==> config.mk <==
export PLATFORM = sky130hd
export DESIGN_NAME = ioredir_top
export DESIGN_NICKNAME = d
export VERILOG_FILES = /design/src/rtl/ioredir_pkg.sv /design/src/rtl/ioredir_regfile.sv /design/src/rtl/ioredir_edge_capture.sv /design/src/rtl/ioredir_pick.sv /design/src/rtl/ioredir_top.sv
export SDC_FILE = /design/constraint.sdc
export NUM_CORES = 1
export LEC_CHECK = 0
export BUFFER_PORTS_ARGS = -buffer_cell sky130_fd_sc_hd__clkbuf_2
export CAP_MARGIN = 0
export CORE_MARGIN = 2
export CORE_UTILIZATION = 45
export DETAILED_ROUTE_END_ITERATION = 12
export REMOVE_ABC_BUFFERS = 1
export SLEW_MARGIN = 0
export SYNTH_ARGS = -nofsm -noshare
export SYNTH_HDL_FRONTEND = slang
export SYNTH_HIERARCHICAL = 1
export SYNTH_SLANG_ARGS = --single-unit
==> constraint.sdc <==
create_clock -name clk -period 15.42 [get_ports clk]
set_input_delay 4.626 -clock clk [delete_from_list [all_inputs] [get_ports clk]]
set_output_delay 4.626 -clock clk [all_outputs]
set_load 0.01 [all_outputs]
==> src/rtl/ioredir_pkg.sv <==
package ioredir_pkg;
  localparam int VEC_W       = 8;
  localparam int DEST_W      = 8;
  localparam int WORD_W      = 32;
  localparam int IDX_W       = 8;
  localparam int LO_TRIG_BIT = 15;
  localparam int LO_MASK_BIT = 16;
  localparam int HI_DEST_LSB = WORD_W - DEST_W;

  typedef struct packed {
    logic [DEST_W-1:0] dest;
    logic              mask;
    logic              level;
    logic [VEC_W-1:0]  vector;
  } redir_ent_t;

  localparam redir_ent_t ENT_RESET = '{dest: '0, mask: 1'b1, level: 1'b0, vector: '0};

  function automatic logic [WORD_W-1:0] pack_lo(input redir_ent_t e);
    logic [WORD_W-1:0] w;
    w = '0;
    w[VEC_W-1:0]  = e.vector;
    w[LO_TRIG_BIT] = e.level;
    w[LO_MASK_BIT] = e.mask;
    return w;
  endfunction

  function automatic logic [WORD_W-1:0] pack_hi(input redir_ent_t e);
    logic [WORD_W-1:0] w;
    w = '0;
    w[WORD_W-1:HI_DEST_LSB] = e.dest;
    return w;
  endfunction
endpackage

==> src/rtl/ioredir_regfile.sv <==
module ioredir_regfile
  import ioredir_pkg::*;
#(
  parameter int N_LINES = 8
) (
  input  logic                     clk,
  input  logic                     rst_n,
  input  logic                     reg_sel,
  input  logic                     reg_we,
  input  logic [WORD_W-1:0]        reg_wdata,
  output logic [WORD_W-1:0]        reg_rdata,
  output logic [N_LINES-1:0]       mask_o,
  output logic [N_LINES-1:0]       level_o,
  output logic [N_LINES*VEC_W-1:0] vec_o
);
  localparam int LINE_W = IDX_W - 1;

  logic [IDX_W-1:0]  idx_q;
  redir_ent_t        ent_q [N_LINES];
  logic [LINE_W-1:0] sel_line;
  logic              in_range;
  logic              data_we;
  logic [WORD_W-1:0] data_rd;

  assign sel_line = idx_q[IDX_W-1:1];
  assign in_range = (sel_line < LINE_W'(N_LINES));
  assign data_we  = reg_we && reg_sel;

  always_ff @(posedge clk or negedge rst_n) begin
    if (!rst_n) idx_q <= '0;
    else if (reg_we && !reg_sel) idx_q <= reg_wdata[IDX_W-1:0];
  end

  for (genvar g = 0; g < N_LINES; g++) begin : g_ent
    always_ff @(posedge clk or negedge rst_n) begin
      if (!rst_n) begin
        ent_q[g] <= ENT_RESET;
      end else if (data_we && in_range && sel_line == LINE_W'(g)) begin
        if (idx_q[0]) begin
          ent_q[g].dest <= reg_wdata[WORD_W-1:HI_DEST_LSB];
        end else begin
          ent_q[g].vector <= reg_wdata[VEC_W-1:0];
          ent_q[g].level  <= reg_wdata[LO_TRIG_BIT];
          ent_q[g].mask   <= reg_wdata[LO_MASK_BIT];
        end
      end
    end
    assign mask_o[g]                 = ent_q[g].mask;
    assign level_o[g]                = ent_q[g].level;
    assign vec_o[g*VEC_W +: VEC_W]   = ent_q[g].vector;
  end

  always_comb begin
    data_rd = '0;
    for (int i = 0; i < N_LINES; i++) begin
      if (in_range && sel_line == LINE_W'(i))
        data_rd = idx_q[0] ? pack_hi(ent_q[i]) : pack_lo(ent_q[i]);
    end
  end

  assign reg_rdata = reg_sel ? data_rd : {{(WORD_W-IDX_W){1'b0}}, idx_q};

  AST_OOR_WRITE_IGNORED: assert property (@(posedge clk) disable iff (!rst_n)
    data_we && !in_range |=> $stable(vec_o) && $stable(mask_o) && $stable(level_o));
endmodule

==> src/rtl/ioredir_edge_capture.sv <==
module ioredir_edge_capture #(
  parameter int N_LINES = 8,
  parameter int LINE_W  = 3
) (
  input  logic               clk,
  input  logic               rst_n,
  input  logic [N_LINES-1:0] irq_i,
  input  logic [N_LINES-1:0] mask_i,
  input  logic [N_LINES-1:0] level_i,
  input  logic               clr_en_i,
  input  logic [LINE_W-1:0]  clr_line_i,
  output logic [N_LINES-1:0] pend_o
);
  logic [N_LINES-1:0] prev_q;
  logic [N_LINES-1:0] pend_q;
  logic [N_LINES-1:0] rise;
  logic [N_LINES-1:0] take;
  logic [N_LINES-1:0] clr_vec;

  assign rise = irq_i & ~prev_q;
  assign take = rise & ~mask_i & ~level_i;

  always_comb begin
    clr_vec = '0;
    if (clr_en_i) clr_vec[clr_line_i] = 1'b1;
  end

  always_ff @(posedge clk or negedge rst_n) begin
    if (!rst_n) begin
      prev_q <= '0;
      pend_q <= '0;
    end else begin
      prev_q <= irq_i;
      pend_q <= (pend_q & ~clr_vec) | take;
    end
  end

  assign pend_o = pend_q;

  for (genvar g = 0; g < N_LINES; g++) begin : g_chk
    AST_BLOCKED_LINE_STAYS_IDLE: assert property (@(posedge clk) disable iff (!rst_n)
      !pend_q[g] && (mask_i[g] || level_i[g]) |=> !pend_q[g]);
  end
endmodule

==> src/rtl/ioredir_pick.sv <==
module ioredir_pick #(
  parameter int N_LINES = 8,
  parameter int LINE_W  = 3,
  parameter int VEC_W   = 8
) (
  input  logic                     clk,
  input  logic                     rst_n,
  input  logic [N_LINES-1:0]       elig_i,
  input  logic [N_LINES*VEC_W-1:0] vec_i,
  output logic                     found_o,
  output logic [LINE_W-1:0]        line_o,
  output logic [VEC_W-1:0]         vec_o
);
  always_comb begin
    found_o = 1'b0;
    line_o  = '0;
    vec_o   = '0;
    for (int i = 0; i < N_LINES; i++) begin
      if (elig_i[i] && (!found_o || vec_i[i*VEC_W +: VEC_W] > vec_o)) begin
        found_o = 1'b1;
        line_o  = LINE_W'(i);
        vec_o   = vec_i[i*VEC_W +: VEC_W];
      end
    end
  end

  AST_WINNER_IS_ELIGIBLE: assert property (@(posedge clk) disable iff (!rst_n)
    found_o |-> elig_i[line_o]);

  for (genvar g = 0; g < N_LINES; g++) begin : g_chk
    AST_WINNER_NOT_BEATEN: assert property (@(posedge clk) disable iff (!rst_n)
      found_o && elig_i[g] |-> vec_i[g*VEC_W +: VEC_W] <= vec_o);
  end
endmodule

==> src/rtl/ioredir_top.sv <==
module ioredir_top
  import ioredir_pkg::*;
#(
  parameter int N_LINES = 8
) (
  input  logic               clk,
  input  logic               rst_n,
  input  logic [N_LINES-1:0] irq_lines,
  input  logic               reg_sel,
  input  logic               reg_we,
  input  logic [31:0]        reg_wdata,
  output logic [31:0]        reg_rdata,
  output logic               msg_valid,
  output logic [7:0]         msg_vector,
  input  logic               msg_ready
);
  localparam int LINE_W = (N_LINES > 1) ? $clog2(N_LINES) : 1;

  logic [N_LINES-1:0]       mask;
  logic [N_LINES-1:0]       level;
  logic [N_LINES*VEC_W-1:0] vecs;
  logic [N_LINES-1:0]       pend;
  logic [N_LINES-1:0]       elig;
  logic [N_LINES-1:0]       excl;
  logic                     found;
  logic [LINE_W-1:0]        win_line;
  logic [VEC_W-1:0]         win_vec;
  logic                     out_valid_q;
  logic [LINE_W-1:0]        out_line_q;
  logic [VEC_W-1:0]         out_vec_q;
  logic                     accept;
  logic                     load;

  ioredir_regfile #(.N_LINES(N_LINES)) u_regs (
    .clk(clk), .rst_n(rst_n), .reg_sel(reg_sel), .reg_we(reg_we),
    .reg_wdata(reg_wdata), .reg_rdata(reg_rdata),
    .mask_o(mask), .level_o(level), .vec_o(vecs)
  );

  ioredir_edge_capture #(.N_LINES(N_LINES), .LINE_W(LINE_W)) u_edge (
    .clk(clk), .rst_n(rst_n), .irq_i(irq_lines), .mask_i(mask), .level_i(level),
    .clr_en_i(accept), .clr_line_i(out_line_q), .pend_o(pend)
  );

  assign accept = out_valid_q && msg_ready;
  assign load   = !out_valid_q || accept;

  always_comb begin
    excl = '0;
    if (accept) excl[out_line_q] = 1'b1;
  end

  assign elig = pend & ~mask & ~level & ~excl;

  ioredir_pick #(.N_LINES(N_LINES), .LINE_W(LINE_W), .VEC_W(VEC_W)) u_pick (
    .clk(clk), .rst_n(rst_n), .elig_i(elig), .vec_i(vecs),
    .found_o(found), .line_o(win_line), .vec_o(win_vec)
  );

  always_ff @(posedge clk or negedge rst_n) begin
    if (!rst_n) begin
      out_valid_q <= 1'b0;
      out_line_q  <= '0;
      out_vec_q   <= '0;
    end else if (load) begin
      out_valid_q <= found;
      out_line_q  <= win_line;
      out_vec_q   <= win_vec;
    end
  end

  assign msg_valid  = out_valid_q;
  assign msg_vector = out_vec_q;

  AST_OFFER_HELD: assert property (@(posedge clk) disable iff (!rst_n)
    msg_valid && !msg_ready |=> msg_valid && $stable(msg_vector));

  AST_OFFER_STILL_PENDING: assert property (@(posedge clk) disable iff (!rst_n)
    msg_valid |-> pend[out_line_q]);

  AST_NO_OFFER_AFTER_RESET: assert property (@(posedge clk) disable iff (!rst_n)
    $rose(msg_valid) |-> $past(|pend));
endmodule

==> reports/qor.json <==
{
  "placed_design": {
    "detailedPlacementHpwl_um": 22400,
    "placed_cells_incl_taps": 1403,
    "port-buffer-count": 57,
    "placement.cell_area_mm2": 0.0123,
    "routabilityCongestion": 0.912
  },
  "global_route": {
    "grt_pass1_wl_um": 51200,
    "grt_use_met2": 0.383,
    "grt_remaining_overflow": 0,
    "global_route.peak_usage_layer": "met2",
    "antenna_found_initial": 0,
    "grtUsageTotal": 0.235,
    "grt_pass1_vias": 8878,
    "use_met1": 0.328,
    "grt_max_degree": 71,
    "use_met3": 0.0362
  },
  "yosys": {
    "fraction_of_the_yosys_area_taken_by_sequential_cells": 0.381,
    "synth.yosys.warnings": 6,
    "synth_top_cells_by_area": "sky130_fd_sc_hd__dfrtp_1, sky130_fd_sc_hd__mux2_2, sky130_fd_sc_hd__buf_4, sky130_fd_sc_hd__ha_1, sky130_fd_sc_hd__mux4_2",
    "synth_edf_count": 0,
    "yosys_most_used_dff": "sky130_fd_sc_hd__dfrtp_1",
    "ys_types": 82,
    "syn-instance-count": 1060,
    "synth.ff_latch_count": 180,
    "asyncSetResetFlopFracSynth": 1.00,
    "synth.top_cell.area_share": 0.364,
    "postSynthAreaPerCell_um2": 11.2,
    "mappedNetlistArea_mm2": 0.0118,
    "post-synth-top-area-cell": "sky130_fd_sc_hd__dfrtp_1"
  },
  "timing": {
    "timing.final.max_slew_violations": 0,
    "tightestPinTransition_ps": 1080,
    "clock.fmax_mhz": 62.3,
    "setup_repair_after_global_routing_missed_its_margin": "true",
    "finalSetupTns_ps": -6200,
    "worst_slew_margin_rel": 0.279,
    "share_of_the_clock_period_used_by_the_worst_path": 1.04,
    "hold_violations": 0,
    "number_of_failing_setup_endpoints_in_the_final_timing_report": 11,
    "fin_crit_ps": 16050,
    "clock-skew-final_ps": 13.0,
    "setup_slack_after_layout_ps": -629
  },
  "drt": {
    "antenna_violating_nets_post_route": 0,
    "drcViolationCount": 0,
    "first_pass_iters": 5,
    "avgRoutedWirePerCell_um": 22.1,
    "detail_route.wirelength_um": 32600,
    "vias": 8818,
    "avgViaCountPerCell": 5.99,
    "drt_first_iter_violations": 717
  },
  "floorplanning": {
    "die-area_mm2": 0.0276,
    "std_cell_rows": 59,
    "die_h_um": 166,
    "ioPinCount": 86,
    "initial_core_util": 0.457,
    "coreArea_mm2": 0.0259,
    "chipWidth_um": 166
  },
  "hold_path": {
    "min_to": "u_edge/pend_o[2]$_DFF_PN0_",
    "number_of_instances_on_the_worst_hold_path": 1,
    "worst_hold_startpoint": "u_edge/pend_o[2]$_DFF_PN0_",
    "hold_path_class": "reg2reg"
  },
  "clock_tree": {
    "clockRootBuffer": "sky130_fd_sc_hd__clkbuf_16",
    "cts_sinks": 180,
    "holdBufCountCts": 0,
    "clock_tree.buffer_depth": 2,
    "clock_tree.htree_level_count": 4,
    "clkSlewWorstSetupHoldPaths_ps": 80,
    "numCtsBuffers": 17,
    "tritoncts": "yes",
    "clock_latency_ps": 440
  },
  "worst_setup_path": {
    "worst_path_most_repeated_cell": "sky130_fd_sc_hd__buf_6",
    "critPathRequiredTime_ps": 15740,
    "critical_path.startpoint_type": "input pin",
    "slowest_delay_ps": 400,
    "crit_path_max_fanout": 9,
    "endpoint_kind": "flop",
    "worstReg2RegEnd": "msg_vector[1]$_DFFE_PN0P_",
    "ff2ff_setup_slack_ps": 3040,
    "r2r-start": "out_line_q[0]$_DFFE_PN0P_",
    "worst_r2r_path_depth": 63,
    "worst-setup-path-type": "in2reg",
    "critical_path_arrival_ps": 16370,
    "critical_path.slowest_cell": "sky130_fd_sc_hd__o311a_4"
  },
  "final_layout": {
    "area.growth.synth_to_final_pct": 17.9,
    "final_common_cell": "sky130_fd_sc_hd__dfrtp_1",
    "num_antenna_cells": 0,
    "final_layout_size_suffix_gt1_frac": 0.465,
    "most_used_cells_in_the_layout_excluding_fill_and_tap_cells": "sky130_fd_sc_hd__dfrtp_1, sky130_fd_sc_hd__mux2_2, sky130_fd_sc_hd__buf_4, sky130_fd_sc_hd__nand2_1, sky130_fd_sc_hd__clkbuf_2",
    "final_cell_count_without_fillers": 1472,
    "final_nets": 1225,
    "final_cell_area_mm2": 0.0140
  },
  "run_status": {
    "failed_checks": "setup timing",
    "status": "finished with violations"
  },
  "run": {
    "max_cap_viol_count": 0
  }
}
cell type report:
type / count / area (µm²)
Timing Repair Buffer: 175 / 1310
Fill cell: 2182 / 12000
Multi-Input combinational cell: 715 / 6960
Inverter: 35 / 131
Tap cell: 335 / 419
Clock buffer: 17 / 425
Clock inverter: 15 / 190
Sequential cell: 180 / 4520
worst max path at each step:
stage                    from                        end  cells after the start
global placement    msg_ready  msg_vector[3]$_DFFE_PN0P_                     60
CTS                 msg_ready  msg_vector[1]$_DFFE_PN0P_                     63
global route        msg_ready  msg_vector[1]$_DFFE_PN0P_                     66
detailed placement  msg_ready  msg_vector[2]$_DFFE_PN0P_                     59
finish              msg_ready  msg_vector[1]$_DFFE_PN0P_                     64
floorplan           msg_ready  msg_vector[0]$_DFFE_PN0P_                     54
cell families (layout without fill, tap and decap cells):
kind of cell / Yosys count / in the layout / share of synthesized area
AOI/OAI and AO/OA: 238 / 238 / 0.158
other: 1 / 14 / 0.000317
DFF: 180 / 180 / 0.381
adders and majority gates: 56 / 56 / 0.0592
buffers and inverters: 178 / 242 / 0.0916
muxes: 192 / 192 / 0.198
and+or+nand+nor: 215 / 215 / 0.111
sequential cells by signal, indices dropped and copies added, names as in the netlist:
signal / cells
u_regs/level_o: 8
msg_valid: 1
u_regs/vec_o: 64
u_regs/ent_q: 64
u_edge/pend_o: 8
out_line_q: 3
msg_vector: 8
u_regs/idx_q: 8
u_edge/prev_q: 8
u_regs/mask_o: 8
cell usage after synthesis (8+ instances only):
| cell | instances |
|---|---|
| sky130_fd_sc_hd__clkbuf_1 | 24 |
| sky130_fd_sc_hd__nor2_1 | 34 |
| sky130_fd_sc_hd__mux2_4 | 9 |
| sky130_fd_sc_hd__mux2i_1 | 14 |
| sky130_fd_sc_hd__mux2_1 | 12 |
| sky130_fd_sc_hd__dfstp_2 | 8 |
| sky130_fd_sc_hd__mux4_2 | 15 |
| sky130_fd_sc_hd__o22ai_1 | 11 |
| sky130_fd_sc_hd__o21ai_0 | 34 |
| sky130_fd_sc_hd__o211ai_1 | 11 |
| sky130_fd_sc_hd__nor2b_1 | 11 |
| sky130_fd_sc_hd__a221o_1 | 9 |
| sky130_fd_sc_hd__nand3_1 | 10 |
| sky130_fd_sc_hd__a21oi_1 | 46 |
| sky130_fd_sc_hd__ha_1 | 56 |
| sky130_fd_sc_hd__a221oi_1 | 10 |
| sky130_fd_sc_hd__o221ai_2 | 8 |
| sky130_fd_sc_hd__nor4b_1 | 8 |
| sky130_fd_sc_hd__and3_1 | 9 |
| sky130_fd_sc_hd__o22a_1 | 8 |
| sky130_fd_sc_hd__buf_2 | 12 |
| sky130_fd_sc_hd__nor3_1 | 12 |
| sky130_fd_sc_hd__buf_4 | 96 |
| sky130_fd_sc_hd__a22o_1 | 10 |
| sky130_fd_sc_hd__a21o_1 | 17 |
| sky130_fd_sc_hd__nand4_1 | 9 |
| sky130_fd_sc_hd__dfrtp_1 | 172 |
| sky130_fd_sc_hd__nand2_1 | 65 |
| sky130_fd_sc_hd__a22oi_1 | 10 |
| sky130_fd_sc_hd__a211oi_1 | 12 |
| sky130_fd_sc_hd__inv_1 | 35 |
| sky130_fd_sc_hd__mux2_2 | 142 |
what timing repair did:
| item | CTS | global route |
|---|---|---|
| pin swaps | 64 | 52 |
| gates cloned | 1 | 1 |
| endpoints found under the setup margin | 11 | 11 |
| buffers inserted | 14 | 21 |
| hold endpoints to repair | 0 | 0 |
| gates resized for setup | 102 | 62 |
stage by stage:
| step | util | worst slack, ps | hold slack [ps] |
|---|---|---|---|
| 3_5_place_dp | 0.474 | -1740 | 462 |
| 5_1_grt | 0.539 | -1210 | 493 |
| 4_1_cts | 0.521 | -322 | 480 |
| 2_1_floorplan | - | -2860 | 442 |
| 6_report | 0.539 | -629 | 482 |
| 3_3_place_gp | 0.474 | -1640 | 458 |
critical path, delay by kind of cell:
| kind | cells | cell delay [ps] |
|---|---|---|
| AOI/OAI and AO/OA | 26 | 4910 |
| adders and majority gates | 7 | 2090 |
| and+or+nand+nor | 13 | 1950 |
| muxes | 2 | 370 |
| buffers and inverters | 16 | 2410 |
layer usage:
| metal | share of wire | up-vias | wire length (µm) |
|---|---|---|---|
| met5 | 0 | - | 0 |
| met4 | 0.025 | 0 | 800 |
| met3 | 0.053 | 54 | 1740 |
| met2 | 0.48 | 299 | 15600 |
| met1 | 0.44 | 4465 | 14500 |
| li1 | - | 4000 | - |
Power is not shown: default switching activity piles up to over one toggle a cycle in this logic, so the estimate is an artifact.
